<file path="src/rtl/wbuf_pkg.sv">
package wbuf_pkg;
  typedef struct packed {
    logic push;       // store enters the queue
    logic pop;        // head store commits to memory this cycle
    logic readFire;   // load uses the memory port this cycle
    logic drainBusy;  // a memory write is occupying the port
  } wbufStrobes_t;
endpackage

</file>
<file path="src/rtl/wbuf_datapath.sv">
module wbuf_datapath
  import wbuf_pkg::*;
#(
  parameter int ADDR_W = 8,
  parameter int DATA_W = 16,
  parameter int DEPTH  = 4
) (
  input  logic              clk,
  input  logic              rst,
  input  wbufStrobes_t      strb,
  input  logic [ADDR_W-1:0] cpuAddr,
  input  logic [DATA_W-1:0] cpuWdata,
  input  logic [DATA_W-1:0] memRdData,
  output logic              full,
  output logic              empty,
  output logic              addrHit,
  output logic [ADDR_W-1:0] memAddr,
  output logic [DATA_W-1:0] memWdata,
  output logic              memWrEn,
  output logic              memRdEn,
  output logic              rspValid,
  output logic [DATA_W-1:0] rspData
);
  localparam int PTR_W = (DEPTH > 1) ? $clog2(DEPTH) : 1;
  localparam int CNT_W = $clog2(DEPTH + 1);
  localparam logic [PTR_W-1:0] LAST_PTR  = PTR_W'(DEPTH - 1);
  localparam logic [CNT_W-1:0] FULL_CNT  = CNT_W'(DEPTH);

  logic [ADDR_W-1:0] entAddr [DEPTH];
  logic [DATA_W-1:0] entData [DEPTH];
  logic [DEPTH-1:0]  entValid;
  logic [DEPTH-1:0]  hitVec;
  logic [PTR_W-1:0]  wrPtr, rdPtr;
  logic [CNT_W-1:0]  count;

  // address match against every live entry, including the one draining
  for (genvar i = 0; i < DEPTH; i++) begin : g_match
    assign hitVec[i] = entValid[i] && (entAddr[i] == cpuAddr);
  end

  assign addrHit = |hitVec;
  assign full    = (count == FULL_CNT);
  assign empty   = (count == '0);

  always_ff @(posedge clk) begin
    if (strb.push) begin
      entAddr[wrPtr] <= cpuAddr;
      entData[wrPtr] <= cpuWdata;
    end
  end

  always_ff @(posedge clk) begin
    if (rst) begin
      entValid <= '0;
      wrPtr    <= '0;
      rdPtr    <= '0;
      count    <= '0;
    end else begin
      if (strb.pop) begin
        entValid[rdPtr] <= 1'b0;
        rdPtr <= (rdPtr == LAST_PTR) ? '0 : rdPtr + PTR_W'(1);
      end
      if (strb.push) begin
        entValid[wrPtr] <= 1'b1;
        wrPtr <= (wrPtr == LAST_PTR) ? '0 : wrPtr + PTR_W'(1);
      end
      case ({strb.push, strb.pop})
        2'b10:   count <= count + CNT_W'(1);
        2'b01:   count <= count - CNT_W'(1);
        default: count <= count;
      endcase
    end
  end

  assign memAddr  = strb.drainBusy ? entAddr[rdPtr] : cpuAddr;
  assign memWdata = entData[rdPtr];
  assign memWrEn  = strb.pop;
  assign memRdEn  = strb.readFire;

  always_ff @(posedge clk) begin
    if (rst) begin
      rspValid <= 1'b0;
      rspData  <= '0;
    end else begin
      rspValid <= strb.readFire;
      if (strb.readFire) rspData <= memRdData;
    end
  end

  AST_NO_OVERFLOW: assert property (@(posedge clk) disable iff (rst)
    strb.push |-> !full) else $error("push into full queue");

  AST_POP_HAS_ENTRY: assert property (@(posedge clk) disable iff (rst)
    strb.pop |-> entValid[rdPtr]) else $error("commit of empty slot");

  AST_READ_NO_HIT: assert property (@(posedge clk) disable iff (rst)
    strb.readFire |-> !addrHit) else $error("load passed a queued store");
endmodule

</file>
<file path="src/rtl/wbuf_ctrl.sv">
module wbuf_ctrl
  import wbuf_pkg::*;
#(
  parameter int WRITE_LAT = 100
) (
  input  logic         clk,
  input  logic         rst,
  input  logic         cpuValid,
  input  logic         cpuWrite,
  input  logic         full,
  input  logic         empty,
  input  logic         addrHit,
  output logic         cpuReady,
  output wbufStrobes_t strb
);
  localparam int LAT_W = (WRITE_LAT > 1) ? $clog2(WRITE_LAT) : 1;
  localparam logic [LAT_W-1:0] LAST_CNT = LAT_W'(WRITE_LAT - 1);

  typedef enum logic { ST_IDLE, ST_DRAIN } drainState_t;
  drainState_t state;
  logic [LAT_W-1:0] cnt;
  logic busy, lastCycle;

  assign busy      = (state == ST_DRAIN);
  assign lastCycle = busy && (cnt == LAST_CNT);

  always_comb begin
    strb           = '0;
    strb.drainBusy = busy;
    strb.pop       = lastCycle;
    strb.push      = cpuValid && cpuWrite && !full;
    strb.readFire  = cpuValid && !cpuWrite && !busy && !addrHit;
    cpuReady       = cpuWrite ? !full : (!busy && !addrHit);
  end

  always_ff @(posedge clk) begin
    if (rst) begin
      state <= ST_IDLE;
      cnt   <= '0;
    end else begin
      case (state)
        ST_IDLE: begin
          cnt <= '0;
          if (!strb.readFire && !empty) state <= ST_DRAIN;
        end
        ST_DRAIN: begin
          if (lastCycle) begin
            state <= ST_IDLE;
            cnt   <= '0;
          end else begin
            cnt <= cnt + LAT_W'(1);
          end
        end
        default: state <= ST_IDLE;
      endcase
    end
  end

  AST_DRAIN_HOLDS: assert property (@(posedge clk) disable iff (rst)
    (busy && !lastCycle) |=> (busy && cnt == $past(cnt) + LAT_W'(1)))
    else $error("write interrupted");
endmodule

</file>
<file path="src/rtl/wbuf_bypass.sv">
module wbuf_bypass
  import wbuf_pkg::*;
#(
  parameter int ADDR_W    = 8,
  parameter int DATA_W    = 16,
  parameter int DEPTH     = 4,
  parameter int WRITE_LAT = 100
) (
  input  logic              clk,
  input  logic              rst,
  input  logic              cpuValid,
  input  logic              cpuWrite,
  input  logic [ADDR_W-1:0] cpuAddr,
  input  logic [DATA_W-1:0] cpuWdata,
  output logic              cpuReady,
  output logic              rspValid,
  output logic [DATA_W-1:0] rspData,
  output logic [ADDR_W-1:0] memAddr,
  output logic [DATA_W-1:0] memWdata,
  output logic              memWrEn,
  output logic              memRdEn,
  input  logic [DATA_W-1:0] memRdData
);
  wbufStrobes_t strb;
  logic full, empty, addrHit;

  wbuf_ctrl #(.WRITE_LAT(WRITE_LAT)) u_ctrl (
    .clk(clk), .rst(rst), .cpuValid(cpuValid), .cpuWrite(cpuWrite),
    .full(full), .empty(empty), .addrHit(addrHit),
    .cpuReady(cpuReady), .strb(strb)
  );

  wbuf_datapath #(.ADDR_W(ADDR_W), .DATA_W(DATA_W), .DEPTH(DEPTH)) u_dp (
    .clk(clk), .rst(rst), .strb(strb), .cpuAddr(cpuAddr), .cpuWdata(cpuWdata),
    .memRdData(memRdData), .full(full), .empty(empty), .addrHit(addrHit),
    .memAddr(memAddr), .memWdata(memWdata), .memWrEn(memWrEn),
    .memRdEn(memRdEn), .rspValid(rspValid), .rspData(rspData)
  );

  AST_NO_PORT_CLASH: assert property (@(posedge clk) disable iff (rst)
    !(memWrEn && memRdEn)) else $error("read and write share a cycle");
endmodule

</file>
<file path="config.mk">
export PLATFORM = sky130hd
export DESIGN_NAME = wbuf_bypass
export DESIGN_NICKNAME = d
export VERILOG_FILES = /design/src/rtl/wbuf_pkg.sv /design/src/rtl/wbuf_datapath.sv /design/src/rtl/wbuf_ctrl.sv /design/src/rtl/wbuf_bypass.sv
export SDC_FILE = /design/constraint.sdc
export NUM_CORES = 1
export LEC_CHECK = 0
export ABC_AREA = 1
export CAP_MARGIN = 20
export CORE_UTILIZATION = 50
export DETAILED_ROUTE_END_ITERATION = 6
export PLACE_DENSITY = 0.77
export SLEW_MARGIN = 15
export SYNTH_ARGS = -nofsm -noshare
export SYNTH_HDL_FRONTEND = slang
export SYNTH_SLANG_ARGS = --single-unit
</file>
<file path="constraint.sdc">
create_clock -name clk -period 2.4 [get_ports clk]
set_clock_uncertainty 0.1 [all_clocks]
set_input_delay 0.48 -clock clk [delete_from_list [all_inputs] [get_ports clk]]
set_output_delay 0.48 -clock clk [all_outputs]
set_load 0.05 [all_outputs]
</file>
==> impl_metrics.yaml <==
run_status:
  status: "complete, but fails checks"
  violations: "negative setup slack"
floorplan:
  die_x_microns: 114.4
  fp.dieH_microns: 114.4
  num_rows: 40
  io_pins: 88
  initial_core_util_pct: 51.92
  core_area_sq_mm: 0.01216
  die-area_sq_mm: 0.01308
placement:
  dp_cells: 999
  post-place-ws_ps: -409.9
  dp_hpwl_microns: 11330
  gp_congestion: 0.9448
  portBuffers: 87
synth:
  avgSynthCellArea_sq_um: 8.746
  yosysUniqueCellTypes: 34
  syn_inst: 722
  async_flop_share_pct: 0
  yosysWarningCount: 0
  yosysTopAreaCell: "edfxtp_1"
  yosysTopAreaCellShare_pct: 45.65
  synth_edf_count: 96
  ys.flop_type: "edfxtp_1"
  yosys_register_bits: 134
  ys_top_cells_by_area: "edfxtp_1 (46%), dfxtp_1 (12%), nand2_1 (8.8%)"
  synth.cell_area_sq_mm: 0.006315
  synth_fp_nets: 777
  ys_seq_area_share_pct: 57.70
detailed_routing:
  drt_iter0_drc: 347
  ant_nets: 0
  wl_per_cell_microns: 15.73
  dr.pass1.iters: 5
  routed_wl_microns: 16360
  vias: 5326
  drc_errors: 0
  vias_per_cell: 5.121
layout:
  fin_util_pct: 70.78
  fillers: 907
  fin_cells: 1040
  antenna_cells: 0
  layout_commonest_cell: "nand2_1"
  area_growth_pct: 36.32
  layout_common_cells: "nand2_1 (136), inv_1 (112), edfxtp_1 (96)"
  drive_above_1_share_pct: 19.72
  final_nets: 914
sta:
  slew_headroom_pct: 64.38
  fin_ws_ps: -123.9
  min_period_ps: 2524
  rsz0062_at_grt: "true"
  post-route-period-util_pct: 105.2
  tightest_slew_ps: 532.6
  hold_slack_ps: 355.1
  setup_viol: 1
  maxSlewViolCount: 0
  hold_viol: 0
  fmax_mhz: 396.2
cts:
  h-tree-depth: 4
  path_clk_slew_ps: 60
  cts_tree: "done"
  clock_latency_ps: 410
  root_buffer: "clkbuf_16"
  clock-sinks: 134
  cts.path.max_buffers: 2
  cts_inserted_buffers: 17
worst_setup_path:
  path_max_fanout: 3
  arrival_ps: 1940
  end_kind: "output pin"
  path_class: "reg -> out"
  start_kind: "flip-flop"
  reg2reg_slack_ps: 320
  cp.required_ps: 1820
pwr:
  design_power_total_mw: 6.018
  leakagePower_nw: 3.653
  peakVddDrop_v: 0.0006566
  pwr_density_cell_mw_per_mm2: 699.1
global_routing:
  grt_pass1_vias: 5302
  grt_pass1_wl_microns: 26210
  antenna_found_initial: 0
  grt_max_degree: 34
  gr-total-overflow: 0
  grt_util_all_layers_pct: 26.67
hold_path:
  hold_class: "reg -> reg"
job:
  maxCapViolations: 0
==> kinds of logic (layout without fill, tap and decap cells) <==
group	count (synthesis)	after routing	share of synthesized area (%)
fa+ha+maj	11	11	2.298
simple gates	290	290	18.90
buf+inv	152	302	9.392
xor+xnor	6	6	0.8322
compound gates	129	129	10.88
flops	134	134	57.70
==> per-layer routing <==
layer | track usage, % | vias to the layer above | part of all wire, %
li1 | - | 2628 | -
met1 | 33.31 | 2516 | 42
met2 | 45.29 | 163 | 52
met3 | 6.088 | 19 | 4.6
met4 | 9.957 | 0 | 1.3
met5 | 0 | - | 0
==> registers in the layout (all words and copies together) (netlist names), named ones only <==
name	flops
u_dp.entData	64
u_ctrl.cnt	7
u_dp.entAddr	32
u_dp.rspValid	1
u_dp.rdPtr	2
u_dp.rspData	16
u_ctrl.busy	1
u_dp.entValid	4
u_dp.wrPtr	2
u_dp.count	3
==> worst max-delay path, cell delays in order (launching register included) <==
cell and delay [ps]:
edfxtp_1 430, inv_1 100, nand2_1 80, nand2_1 90
inv_1 50, nand2_1 50, nor2_1 40, nand3_1 70
nand2_2 70, nor2_4 160, nand2_2 80, o21ai_4 160
buf_12 150
==> cell usage after synthesis (5+ instances only) <==
| cell type | count |
|---|---|
| nand2_1 | 148 |
| inv_1 | 122 |
| edfxtp_1 | 96 |
| nor2_1 | 94 |
| o21ai_0 | 62 |
| a21oi_1 | 38 |
| dfxtp_1 | 38 |
| nand3_1 | 32 |
| clkbuf_1 | 17 |
| o22ai_1 | 16 |
| ha_1 | 10 |
| a31oi_1 | 8 |
| xnor2_1 | 5 |
==> cell type report <==
type / count / area (sq um) / share of cell area [%]
timing repair buffer: 144 / 1455 / 16.90
tap: 168 / 210.2 / 2.442
multi-input combinational: 436 / 2207 / 25.64
inverter: 126 / 483.0 / 5.610
clock inverter: 12 / 155.1 / 1.802
clock buffer: 20 / 446.7 / 5.189
sequential: 134 / 3651 / 42.41
==> timing repair <==
| item | CTS | global route |
|---|---|---|
| gates cloned | 1 | 1 |
| gates resized for setup | 41 | 28 |
| hold buffers | 0 | 0 |
| setup endpoints to repair | 12 | 15 |
| pin swaps | 12 | 9 |
| buffers inserted | 6 | 2 |
==> worst paths after layout <==
| check | start | endpoint | cells after the start |
|---|---|---|---|
| setup reg to reg | u_dp.count[2]$_SDFFE_PP0P_ | u_dp.count[2]$_SDFFE_PP0P_ | 11 |
| hold / removal | u_ctrl.cnt[0]$_SDFF_PP0_ | u_ctrl.cnt[0]$_SDFF_PP0_ | 1 |
| hold reg to reg | u_ctrl.cnt[0]$_SDFF_PP0_ | u_ctrl.cnt[0]$_SDFF_PP0_ | 1 |
| setup / recovery | u_dp.entAddr[3][1]$_DFFE_PP_ | cpuReady | 12 |
==> power breakdown <==
part / internal (mW) / switching, mW
registers: 2.55 / 0.0359
logic: 0.334 / 0.495
clock network: 1.66 / 0.944
==> stage by stage <==
step                TNS (ps)  cell area, sq um
floorplan             -44.58              6352
global placement       -2001              7804
detailed placement     -2618              7804
CTS                   -135.5              8523
global route          -323.2              8608
finish                -123.9              8608
Power figures use the tool's default switching activity.
